<file path="src/rtl/rxu_pkg.sv">
package rxu_pkg;

  localparam logic [7:0] CH_IDLE  = 8'h07;
  localparam logic [7:0] CH_START = 8'hFB;
  localparam logic [7:0] CH_TERM  = 8'hFD;
  localparam logic [7:0] CH_ERR   = 8'hFE;
  localparam int unsigned HDR_BYTES = 14;
  localparam logic [15:0] TYPE_FLOOR = 16'h0600;

  // 64-bit pair of byte lanes with one control flag per lane
  typedef struct packed {
    logic [63:0] d;
    logic [7:0]  c;
  } word_t;

  typedef enum logic [1:0] {ST_HUNT, ST_BODY, ST_TAIL} rx_state_t;

  // lanes whose absolute byte index (base + lane) falls below lim
  function automatic logic [7:0] keep_below(input int unsigned base, input int unsigned lim);
    logic [7:0] r;
    for (int i = 0; i < 8; i++) r[i] = ((base + 32'(i)) < lim);
    return r;
  endfunction

endpackage

</file>
<file path="src/rtl/rxu_ddr_cap.sv">
module rxu_ddr_cap
  import rxu_pkg::*;
(
  input  logic        clk,
  input  logic        rst,
  input  logic [31:0] xd_in,
  input  logic [3:0]  xc_in,
  output word_t       pair
);
  logic [31:0] lo_d, hi_d;
  logic [3:0]  lo_c, hi_c;

  // second column of a pair arrives on the falling edge
  always_ff @(negedge clk) begin
    if (rst) begin
      hi_d <= '0;
      hi_c <= '0;
    end else begin
      hi_d <= xd_in;
      hi_c <= xc_in;
    end
  end

  // first column on the rising edge; the previous pair is completed here
  always_ff @(posedge clk) begin
    if (rst) begin
      lo_d <= '0;
      lo_c <= '0;
      pair <= '0;
    end else begin
      lo_d   <= xd_in;
      lo_c   <= xc_in;
      pair.d <= {hi_d, lo_d};
      pair.c <= {hi_c, lo_c};
    end
  end
endmodule

</file>
<file path="src/rtl/rxu_align.sv">
module rxu_align
  import rxu_pkg::*;
(
  input  logic  clk,
  input  logic  rst,
  input  word_t pair,
  output word_t w0,
  output word_t w4
);
  logic [31:0] prev_d;
  logic [3:0]  prev_c;

  always_ff @(posedge clk) begin
    if (rst) begin
      prev_d <= '0;
      prev_c <= '0;
    end else begin
      prev_d <= pair.d[63:32];
      prev_c <= pair.c[7:4];
    end
  end

  // w0: pair as received; w4: shifted by one column (older high half first)
  assign w0   = pair;
  assign w4.d = {pair.d[31:0], prev_d};
  assign w4.c = {pair.c[3:0], prev_c};
endmodule

</file>
<file path="src/rtl/rxu_engine.sv">
module rxu_engine
  import rxu_pkg::*;
#(
  parameter int CW = 16
)(
  input  logic        clk,
  input  logic        rst,
  input  word_t       w0,
  input  word_t       w4,
  output logic [63:0] o_data,
  output logic [7:0]  o_keep,
  output logic        o_good,
  output logic        o_bad
);
  localparam logic [CW-1:0] CNT_MAX = '1;

  rx_state_t   st;
  logic        sel;
  logic [63:0] held;
  logic        held_v;
  logic [CW-1:0] nbytes;
  logic [CW-1:0] lim;
  logic        pend_g, pend_b;
  logic [63:0] tail_d;
  logic [7:0]  tail_k;

  word_t       w;
  logic [2:0]  k;
  logic        anyc;
  logic [7:0]  tch;
  logic        start0, start4;
  int unsigned nb_i, lim_i, rcv, pay, eff;
  logic [15:0] fv;
  logic [63:0] beat_d;
  logic [7:0]  beat_k;
  logic        ev_term, ev_abort, flag_go;

  always_comb begin
    w = sel ? w4 : w0;
    k = 3'd0;
    for (int i = 7; i >= 0; i--) if (w.c[i]) k = 3'(i);
    anyc   = |w.c;
    tch    = w.d[{k, 3'b000} +: 8];
    start0 = (w0.c == 8'h01) && (w0.d[7:0] == CH_START);
    start4 = (w4.c == 8'h01) && (w4.d[7:0] == CH_START);
    nb_i   = 32'(nbytes);
    lim_i  = 32'(lim);
    rcv    = nb_i + 32'(k);
    pay    = (rcv >= 4) ? rcv - 4 : 0;
    eff    = (lim_i < pay) ? lim_i : pay;
    fv     = {w.d[39:32], w.d[47:40]};
    beat_d   = held;
    beat_k   = '0;
    ev_term  = 1'b0;
    ev_abort = 1'b0;
    case (st)
      ST_BODY: begin
        if (!anyc) begin
          if (held_v) beat_k = keep_below(nb_i - 8, lim_i);
        end else if (tch == CH_TERM || tch == CH_ERR) begin
          ev_term = 1'b1;
          if (held_v) beat_k = keep_below(nb_i - 8, eff);
        end else begin
          ev_abort = 1'b1;
        end
      end
      ST_TAIL: begin
        beat_d = tail_d;
        beat_k = tail_k;
      end
      default: ;
    endcase
    flag_go = (beat_k == 8'h00) && (pend_g || pend_b);
  end

  always_ff @(posedge clk) begin
    if (rst) begin
      st     <= ST_HUNT;
      sel    <= 1'b0;
      held   <= '0;
      held_v <= 1'b0;
      nbytes <= '0;
      lim    <= CNT_MAX;
      pend_g <= 1'b0;
      pend_b <= 1'b0;
      tail_d <= '0;
      tail_k <= '0;
      o_data <= '0;
      o_keep <= '0;
      o_good <= 1'b0;
      o_bad  <= 1'b0;
    end else begin
      o_data <= beat_d;
      o_keep <= beat_k;
      o_good <= flag_go && pend_g;
      o_bad  <= flag_go && pend_b;
      if (flag_go) begin
        pend_g <= 1'b0;
        pend_b <= 1'b0;
      end
      case (st)
        ST_BODY: begin
          if (!anyc) begin
            held   <= w.d;
            held_v <= 1'b1;
            if (nbytes <= CNT_MAX - CW'(8)) nbytes <= nbytes + CW'(8);
            if (nbytes == CW'(8) && fv < TYPE_FLOOR)
              lim <= CW'(32'(fv) + HDR_BYTES);
          end else if (ev_term) begin
            pend_g <= (tch == CH_TERM);
            pend_b <= (tch == CH_ERR);
            held_v <= 1'b0;
            if (k > 3'd4) begin
              tail_d <= w.d;
              tail_k <= keep_below(nb_i, eff);
              st     <= ST_TAIL;
            end else begin
              st <= ST_HUNT;
            end
          end else begin
            pend_g <= 1'b0;
            pend_b <= 1'b1;
            held_v <= 1'b0;
            st     <= ST_HUNT;
          end
        end
        default: begin
          st <= ST_HUNT;
          if (start4 || start0) begin
            sel    <= start4;
            st     <= ST_BODY;
            held_v <= 1'b0;
            nbytes <= '0;
            lim    <= CNT_MAX;
          end
        end
      endcase
    end
  end


  flag_excl_chk: assert property (@(posedge clk) disable iff (rst) !(o_good && o_bad));

  flag_quiet_chk: assert property (@(posedge clk) disable iff (rst) (o_good || o_bad) |-> (o_keep == 8'h00));

  good_pulse_chk: assert property (@(posedge clk) disable iff (rst) o_good |=> !o_good);

  bad_pulse_chk: assert property (@(posedge clk) disable iff (rst) o_bad |=> !o_bad);

  keep_contig_chk: assert property (@(posedge clk) disable iff (rst) ((o_keep & (o_keep + 8'd1)) == 8'h00));

  rst_clear_chk: assert property (@(posedge clk) rst |=> (o_keep == 8'h00 && !o_good && !o_bad));

  sel_hold_chk: assert property (@(posedge clk) disable iff (rst)
    (st == ST_BODY && $past(st) == ST_BODY) |-> $stable(sel));
endmodule

</file>
<file path="src/rtl/xgmii_rx_unpacker.sv">
module xgmii_rx_unpacker
  import rxu_pkg::*;
#(
  parameter int CW = 16
)(
  input  logic        clk,
  input  logic        rst,
  input  logic [31:0] xd_in,
  input  logic [3:0]  xc_in,
  output logic        o_vld,
  output logic [63:0] o_data,
  output logic [7:0]  o_keep,
  output logic        o_good,
  output logic        o_bad
);
  word_t pair, w0, w4;

  rxu_ddr_cap u_cap (
    .clk(clk), .rst(rst), .xd_in(xd_in), .xc_in(xc_in), .pair(pair)
  );

  rxu_align u_aln (
    .clk(clk), .rst(rst), .pair(pair), .w0(w0), .w4(w4)
  );

  rxu_engine #(.CW(CW)) u_eng (
    .clk(clk), .rst(rst), .w0(w0), .w4(w4),
    .o_data(o_data), .o_keep(o_keep), .o_good(o_good), .o_bad(o_bad)
  );

  assign o_vld = |o_keep;
endmodule

</file>
<file path="config.mk">
export PLATFORM = sky130hd
export DESIGN_NAME = xgmii_rx_unpacker
export DESIGN_NICKNAME = d
export VERILOG_FILES = /design/src/rtl/rxu_pkg.sv /design/src/rtl/rxu_ddr_cap.sv /design/src/rtl/rxu_align.sv /design/src/rtl/rxu_engine.sv /design/src/rtl/xgmii_rx_unpacker.sv
export SDC_FILE = /design/constraint.sdc
export NUM_CORES = 1
export LEC_CHECK = 0
export ABC_AREA = 1
export ABC_CLOCK_PERIOD_IN_PS = 10400
export BUFFER_PORTS_ARGS = -buffer_cell sky130_fd_sc_hd__buf_4
export CORE_UTILIZATION = 56
export CTS_CLUSTER_DIAMETER = 30
export DETAILED_ROUTE_END_ITERATION = 7
export PLACE_DENSITY_LB_ADDON = 0.25
export REMOVE_ABC_BUFFERS = 1
export SYNTH_ARGS = -nofsm -noshare
export SYNTH_HDL_FRONTEND = slang
export SYNTH_SLANG_ARGS = --single-unit
</file>
<file path="constraint.sdc">
create_clock -name clk -period 10.4 [get_ports clk]
set_clock_uncertainty 0.1 [all_clocks]
set_input_delay 2.08 -clock clk [delete_from_list [all_inputs] [get_ports clk]]
set_output_delay 2.08 -clock clk [all_outputs]
set_load 0.01 [all_outputs]
</file>
---- After elaboration in Yosys (flattened, before gate mapping) ----
Index checks and enable logic that the tools add are counted.
storage, ports and cells
  register bits after elaboration ......... 428
  input bits .............................. 38
  output and inout bits ................... 75
  word-level logic and storage cells ...... 150
operators by class
  $add $sub $neg .......................... 19
  $lt $le $gt $ge ......................... 29
  eq/ne operators ......................... 13
  shift-type cells ........................ 1
  muxes and demuxes ....................... 46
  bitwise gates (word level) .............. 2
  reductions and logical operators ........ 18
operators with widths
  operator                 number
  $lt A32 B32 Y1           15
  $lt A32 B16 Y1           8
  $add A32 B3 Y32 const B  4
  $mux W16                 8
  $mux W32                 3
  $mux W72                 1
  $add A16 B3 Y17 const B  4
  $add A32 B2 Y32 const B  2
  $lt A16 B32 Y1           2
  $mux W64                 1
  $shiftx A64 B7 Y8        1
  $add A16 B2 Y17 const B  2
  $add A16 B4 Y16 const B  2
  $add A32 B1 Y32 const B  1
  $eq A8 B8 Y1 const B     4
  $ge A32 B3 Y1 const B    1
  $mux W8                  4
  $sub A32 B3 Y32 const B  1
  $mux W3                  8
  $add A16 B1 Y17 const B  1
  $add A16 B3 Y17          1
  $sub A16 B4 Y17 const B  1
  $eq A16 B4 Y1 const B    1
  $eq A8 B1 Y1 const B     2
  other kinds (20)         50

---- Logic depth before layout (Yosys ltp) ----
Gate-level depths: netlist of run 1.
  depth after elaboration ................. 24
  depth in mapped cells ................... 55
  depth with buffers taken out ............ 54

---- Modules after synthesis ----
Synthesis of run 1 repeated with hierarchy kept, for this count alone.
second synthesis, totals
  cell total of the unflattened synthesis .. 2839
  area, all modules ....................... 21301.7 sq um
by module, submodules not included
  module             times used  cells each  area an instance (sq um)  sequential area each (sq um)
  rxu_engine         1           2231        15611.2                   4904.7
  rxu_ddr_cap        1           373         3782.4                    2882.8
  rxu_align          1           220         1851.8                    720.7
  xgmii_rx_unpacker  1           15          56.3                      0.0

==> run metrics, run 1 <==
r2r setup slk 2300 ps; EDFF count, synth 0; PostCTS Resize Cnt 0; root buffer cell clkbuf_16; leading cell type in the layout, fill and taps excluded nand2_1; Overflow after GRT 0; Initial Util 0.572; Post-CTS Setup Bufs 0; distinct cell type count after synthesis 63; CTS max path bufs 3; Wirelength per Cell approximately 16 um; CTS Buf Count 75; WP data required 10760 ps; final WL approximately 60000 um; Max Clk Rate 124 MHz; total power slightly below 0.005 W; status finished clean; worst-path fanout max 85; Post-Syn Area per Cell 7.25 um2; global-route wire length before repair about 96000 um; slowest CP cell buf_4; register area share after synthesis 0.392; P per Cell Area 189 nW/um2; Final Hold Viols 0; number of synthesized register bits roughly 430; Final GP Congestion 0.947; period utilization 0.779; # rows 71; antenna diode count 0; Slew Limit Fails 0; Crit Path Class reg2reg; Hold Buf Count CTS 0; Final nets 3355; Pre-Repair DR Iteration Count 6; most frequent cells in the layout 508 x nand2_1, 480 x inv_1, 424 x dfxtp_1, 318 x a21oi_1, 282 x nor2_1; Iter 0 DRT Violations 1346; DRT antenna net count 0; worst hold path class reg2reg; Worst Hold Slack 288 ps; most common flop cell mapped by yosys dfxtp_1; clk sinks 425; die area 39600 um2; Lkg Pwr 12.1 nW; # H-tree levels 3; HPWL Detailed 42700 um; CTS tree yes; Max IR drop VDD about 180 uV; setup TNS after final layout 0 ps; endpoint class of the critical path register; Finished Layout Cells 3712; core area approximately 38000 um2; Worst setup SP type register; min Tclk post-route between 8000 and 9000 ps; layout cells sized above 1 0.113; cell area after synthesis 21700 um2; CP peak stage delay 730 ps; Finish-stage setup viols 0; largest net degree at the start of global routing 109; Placed Area ~23000 um2; reg2reg end u_eng.pend_b; antenna violations before repair 0; Die Width slightly below 200 um; CP arrival around 8500 ps; clock slew at reported path FFs 50 ps; Reg2Reg Depth around 40; Async SR Flop Fraction 0; Clock Latency Late Sink 610 ps; Vias 20021; Max transition margin 0.276; vias in the first global route 19169; Final Cell Area 25700 um2; hold path depth 2; GRT Resource Usage Total 0.306; die height 199 um; worst hold endpoint u_cap.pair[2]; Max Cap Viol 0; Via density ~5.4; Ports around 110; crit-path most repeated cell nand2_1; worst-margin pin slew 1090 ps; Buffers on Ports around 110; Post-Synthesis Cells roughly 3000; DRC errors left 0; reg-to-reg startpoint u_eng.sel; # placed instances between 3000 and 4000; P&R area growth vs syn 18.3%; unrepaired setup endpoints after global routing no; Synth Warn # 0; min-delay src u_cap.lo_c[2]
-- critical path: cells and delay by family (launching register included) --
kind | cells | cell delay [ps]
fa+ha+maj | 4 | 1260
compound gates | 6 | 1600
buf+inv | 4 | 1030
simple gates | 27 | 3610
flops | 1 | 320
-- cell families (layout without fill, tap and decap cells) --
family / after synthesis / after routing / synth area share
compound gates: 678 / 678 / 0.167
xor+xnor: 39 / 39 / 0.0157
fa+ha+maj: 174 / 174 / 0.100
buf+inv: 610 / 770 / 0.107
flops: 425 / 425 / 0.392
mux: 14 / 14 / 0.00645
other cells: 2 / 47 / 0.000346
simple gates: 1054 / 1054 / 0.211
-- stage by stage --
stage | utilization | setup slack, ps
final | 0.677 | 2300
after global routing | 0.677 | 1420
after CTS | 0.677 | 2380
after detailed placement | 0.606 | 1840
after global placement | 0.606 | 1870
after floorplan | - | 2450
-- worst max path at each step --
stage              start        endpoint  slack (ps)
4_1_cts        u_eng.sel    u_eng.pend_g        2380
2_1_floorplan  u_eng.sel    u_eng.pend_g        2450
3_5_place_dp         rst  u_cap.hi_d[30]        1840
6_report       u_eng.sel    u_eng.pend_b        2300
5_1_grt        u_eng.sel    u_eng.pend_b        1420
3_3_place_gp         rst  u_cap.hi_d[30]        1870
-- report_power, final --
group	leakage [nW]	internal [W]	switching [W]
clock network	1.46	0.00161	0.000882
registers	3.46	0.00166	0.0000106
logic	7.22	0.000227	0.000462
-- cell type report --
type | instances | area (um2)
clock buffer | 93 | 2120
fill | 3128 | 12200
multi-input combinational | 2006 | 11100
clock inverter | 78 | 584
sequential | 425 | 8510
tap | 511 | 639
timing repair buffer | 137 | 1030
inverter | 462 | 1740
-- state kept, by name (all words and copies together), names as in the netlist, 2 cells and up --
register / flops
u_eng.lim: 16
u_cap.hi_d: 32
u_aln.prev_c: 4
u_cap.hi_c: 4
u_eng.o_data: 64
u_eng.o_keep: 8
u_aln.prev_d: 32
u_eng.tail_d: 64
u_eng.nbytes: 13
u_eng.tail_k: 8
u_eng.st: 2
u_cap.lo_c: 4
u_eng.held: 64
u_cap.lo_d: 32
u_cap.pair: 72
-- layer usage --
layer / global-route usage / vias to the layer above / wire length, um
li1: - / 9980 / -
met1: 0.393 / 9350 / 26200
met2: 0.516 / 575 / 28500
met3: 0.0459 / 116 / 3380
met4: 0.121 / 0 / 1910
met5: 0 / - / 0
-- synth_stat cells, drive strengths merged (20+ instances only) --
cell type | number | area [um2]
or2 | 25 | 156
o21ai | 284 | 1430
nor4 | 20 | 125
inv | 460 | 1730
ha | 174 | 2180
xor2 | 38 | 333
dfxtp | 425 | 8510
nand2 | 533 | 2090
a21oi | 322 | 1630
nor3 | 39 | 215
nand4 | 44 | 275
nor2 | 290 | 1140
nand3 | 89 | 480
clkbuf | 131 | 492
Power figures use the tool's default switching activity.
==> inputs of run 2 (changes only) <==
--- a/config.mk
+++ b/config.mk
@@ -5,8 +5,8 @@
 export SDC_FILE = /design/constraint.sdc
 export NUM_CORES = 1
 export LEC_CHECK = 0
-export ABC_AREA = 1
-export ABC_CLOCK_PERIOD_IN_PS = 10400
+export ABC_AREA = 0
+export ABC_CLOCK_PERIOD_IN_PS = 8000
 export BUFFER_PORTS_ARGS = -buffer_cell sky130_fd_sc_hd__buf_4
 export CORE_UTILIZATION = 56
 export CTS_CLUSTER_DIAMETER = 30
==> constraint.sdc (replaced) <==
create_clock -name clk -period 8 [get_ports clk]
set_clock_uncertainty 0.1 [all_clocks]
set_input_delay 1.6 -clock clk [delete_from_list [all_inputs] [get_ports clk]]
set_output_delay 1.6 -clock clk [all_outputs]
set_load 0.01 [all_outputs]
==> run metrics, run 2 <==
Largest Register u_cap.pair; Adder-Cell Fraction of Synth Area 0.100 (+0.000185); max FFs per register 72 (unchanged); Crit Path Class reg2reg; hold path depth 1 (-1); Hold Buf Count CTS 0 (unchanged); Finish-stage setup viols 0 (unchanged); layout cells sized above 1 0.146 (+0.0335); Vias 19462 (-2.8%); crit-path most repeated cell ha_1; count leader, synth dfxtp_1; CTS max path bufs 3 (unchanged); die height 200 um (+0.62%); Clock Latency Late Sink 650 ps (+40 ps); worst-path fanout max 14 (-84%); Filler Cells Inserted 2933 (-6.2%); Max Clk Rate 130 MHz (+5.3%); multi-input logic area 12800 um2 (+16%); Synth Area in Simple Gates 0.197 (-0.0142); antenna diode count 0 (unchanged); period utilization 0.961 (+0.182); endpoint class of the critical path register; CP arrival 8130 ps (-320 ps); compound-cell area share of the yosys netlist 0.181 (+0.0140); HPWL Detailed 47500 um (+11%); final WL 67500 um (+12%); core area 38600 um2 (+1.9%); Via density 5.96 (+10%); clk sinks 425 (unchanged); Ports 113 (unchanged); final worst slack 312 ps (-1990 ps); xor/xnor share of the synthesized area 0.0283 (+0.0126); most frequent cells in the layout 422 x dfxtp_1, 294 x nor2_1, 192 x buf_4, 172 x ha_1, 164 x nor2b_1; top cell type's share of synthesized area 0.387 (-0.00484); CTS Buf Count 77 (+2.7%); Post-Syn Area per Cell 8.86 um2 (+22%); die area 40100 um2 (+1.2%); worst-margin pin slew 1340 ps (+255 ps); # placed instances 3085 (-13%); Synth Warn # 0 (unchanged); Die Width 200 um (+0.62%); slowest CP cell a2111oi_0; Reg2Reg Depth 28 (-32%); DRT antenna net count 0 (unchanged); Max Cap Viol 0 (unchanged); area leader, netlist dfxtp_1; largest net degree at the start of global routing 142 (+30%); min Tclk post-route 7690 ps (-409 ps); Finished Layout Cells 3267 (-12%); Initial Util 0.569 (-0.00356); Worst setup SP type register; number of synthesized register bits 425 (unchanged); global-route wire length before repair 105000 um (+10%); CTS tree yes; cell area after synthesis 22000 um2 (+1.3%); EDFF count, synth 0 (unchanged); status finished clean; CP peak stage delay 680 ps (-50 ps); distinct cell type count after synthesis 91 (+44%); Synth top cells by count 425 x dfxtp_1, 295 x nor2_1, 174 x ha_1; Overflow after GRT 0 (unchanged); # rows 72 (+1.4%); WP data required 8440 ps (-2320 ps); P&R area growth vs syn 22.0%; GRT Resource Usage Total 0.332 (+0.0255); vias in the first global route 19399 (+1.2%); Worst Hold Slack 330 ps (+42.0 ps); Max transition margin 0.0960 (-0.180); register area 8510 um2 (about the same); most common flop cell mapped by yosys dfxtp_1; Pre-Repair DR Iteration Count 5 (-1); largest family of logic cells by synthesized area simple AND/OR/NAND/NOR gates; Slew Limit Fails 0 (unchanged); worst hold path class reg2reg; Area contributors post-synth dfxtp_1 39%, ha_1 9.9%, mux2i_1 5.9%, a211oi_1 5.1%, nor2_1 5.0%; root buffer cell clkbuf_16; DRC errors left 0 (unchanged); Iter 0 DRT Violations 1448 (+7.6%); leading cell type in the layout, fill and taps excluded dfxtp_1; setup TNS after final layout 0 ps (unchanged); post-synthesis mux area share 0.0653 (+0.0589); pre-CTS WS 78.8 ps (-1760 ps); register area share after synthesis 0.387 (-0.00484); Max IR drop VDD 224 uV (+25%); Post-Synthesis Cells 2483 (-17%); Final GP Congestion 0.999 (+5.5%); Wirelength per Cell 20.7 um (+28%); Async SR Flop Fraction 0 (unchanged); Final nets 2896 (-14%); clock slew at reported path FFs 50 ps (about the same); Lkg Pwr 10.8 nW (-11%); antenna violations before repair 0 (unchanged); P per Cell Area 252 nW/um2 (+33%); Final Hold Viols 0 (unchanged); # H-tree levels 3 (unchanged); Buffers on Ports 112 (unchanged)
[run 2: changes by cell type in the layout (fill, tap and decap cells not counted), moves of 30 or more]
cell      previous run  this run
a21oi_1            318       108
inv_1              480       116
a211oi_1            10       148
nor2b_1              0       164
mux2i_1             14       130
buf_4              136       192
o21ai_0            278        78
nand3_1             82        51
a21o_1               2        62
nand2_1            508       125
xnor2_1              1        31
[run 2: repair_timing]
action | 4_1_cts | 5_1_grt
resized for setup | 1 | 14
setup buffers | 0 | 3
gates cloned | 0 | 0
pin swaps | 0 | 3
setup endpoints to repair | 1 | 8
[run 2: cell type report]
| class | count | area share |
|---|---|---|
| flip-flops and latches | 425 | 0.317 |
| multi-input cells | 1871 | 0.478 |
| inverters | 80 | 0.0112 |
| well taps | 518 | 0.0242 |
| clock buffers | 90 | 0.0806 |
| repair buffers | 193 | 0.0543 |
| clock inverters | 90 | 0.0342 |
[run 2: metal layers]
metal  vias to the layer above  track usage  routed length [um]
li1                       9292            -                   -
met1                      9330        0.399               28200
met2                       670        0.572               32900
met3                       170       0.0597                3670
met4                         0        0.157                2730
met5                         -            0                   0
[run 2: worst paths after layout]
check	startpoint	endpoint	slack, ps
setup / recovery	u_cap.pair[1]	u_eng.pend_g	310
setup reg to reg	u_cap.pair[1]	u_eng.pend_g	310
hold reg to reg	u_cap.lo_d[10]	u_cap.pair[18]	330
hold / removal	u_cap.lo_d[10]	u_cap.pair[18]	330
[run 2: worst max-delay path: cells and delay by family, from the launching register on]
kind                       cells  cell delay [ps]
buffers and inverters          2              380
AOI/OAI and AO/OA             13             3130
adders and majority gates      3              600
DFF                            1              360
and+or+nand+nor               10             3040
[run 2: power by group]
part | leakage, nW | internal [W] | switching [W] | total (W)
combinational | 5.69 | 0.000366 | 0.000559 | 0.000925
sequential | 3.46 | 0.00216 | 0.0000223 | 0.00218
clock | 1.63 | 0.00240 | 0.00126 | 0.00366
[run 2: logic make-up after synthesis]
logic type | count (synthesis)
muxes | 141
DFF | 425
and+or+nand+nor | 861
AOI/OAI and AO/OA | 574
buffers and inverters | 232
adders and majority gates | 177
other | 2
xor gates and xnor gates | 71
[run 2: stage by stage]
stage	total power [W]	instance area [um2]	utilization
4_1_cts	0.00676	26800	0.693
3_3_place_gp	0.00313	23700	0.613
2_1_floorplan	0.00279	21600	-
6_report	0.00676	26800	0.694
3_5_place_dp	0.00313	23700	0.613
5_1_grt	0.00701	26800	0.694
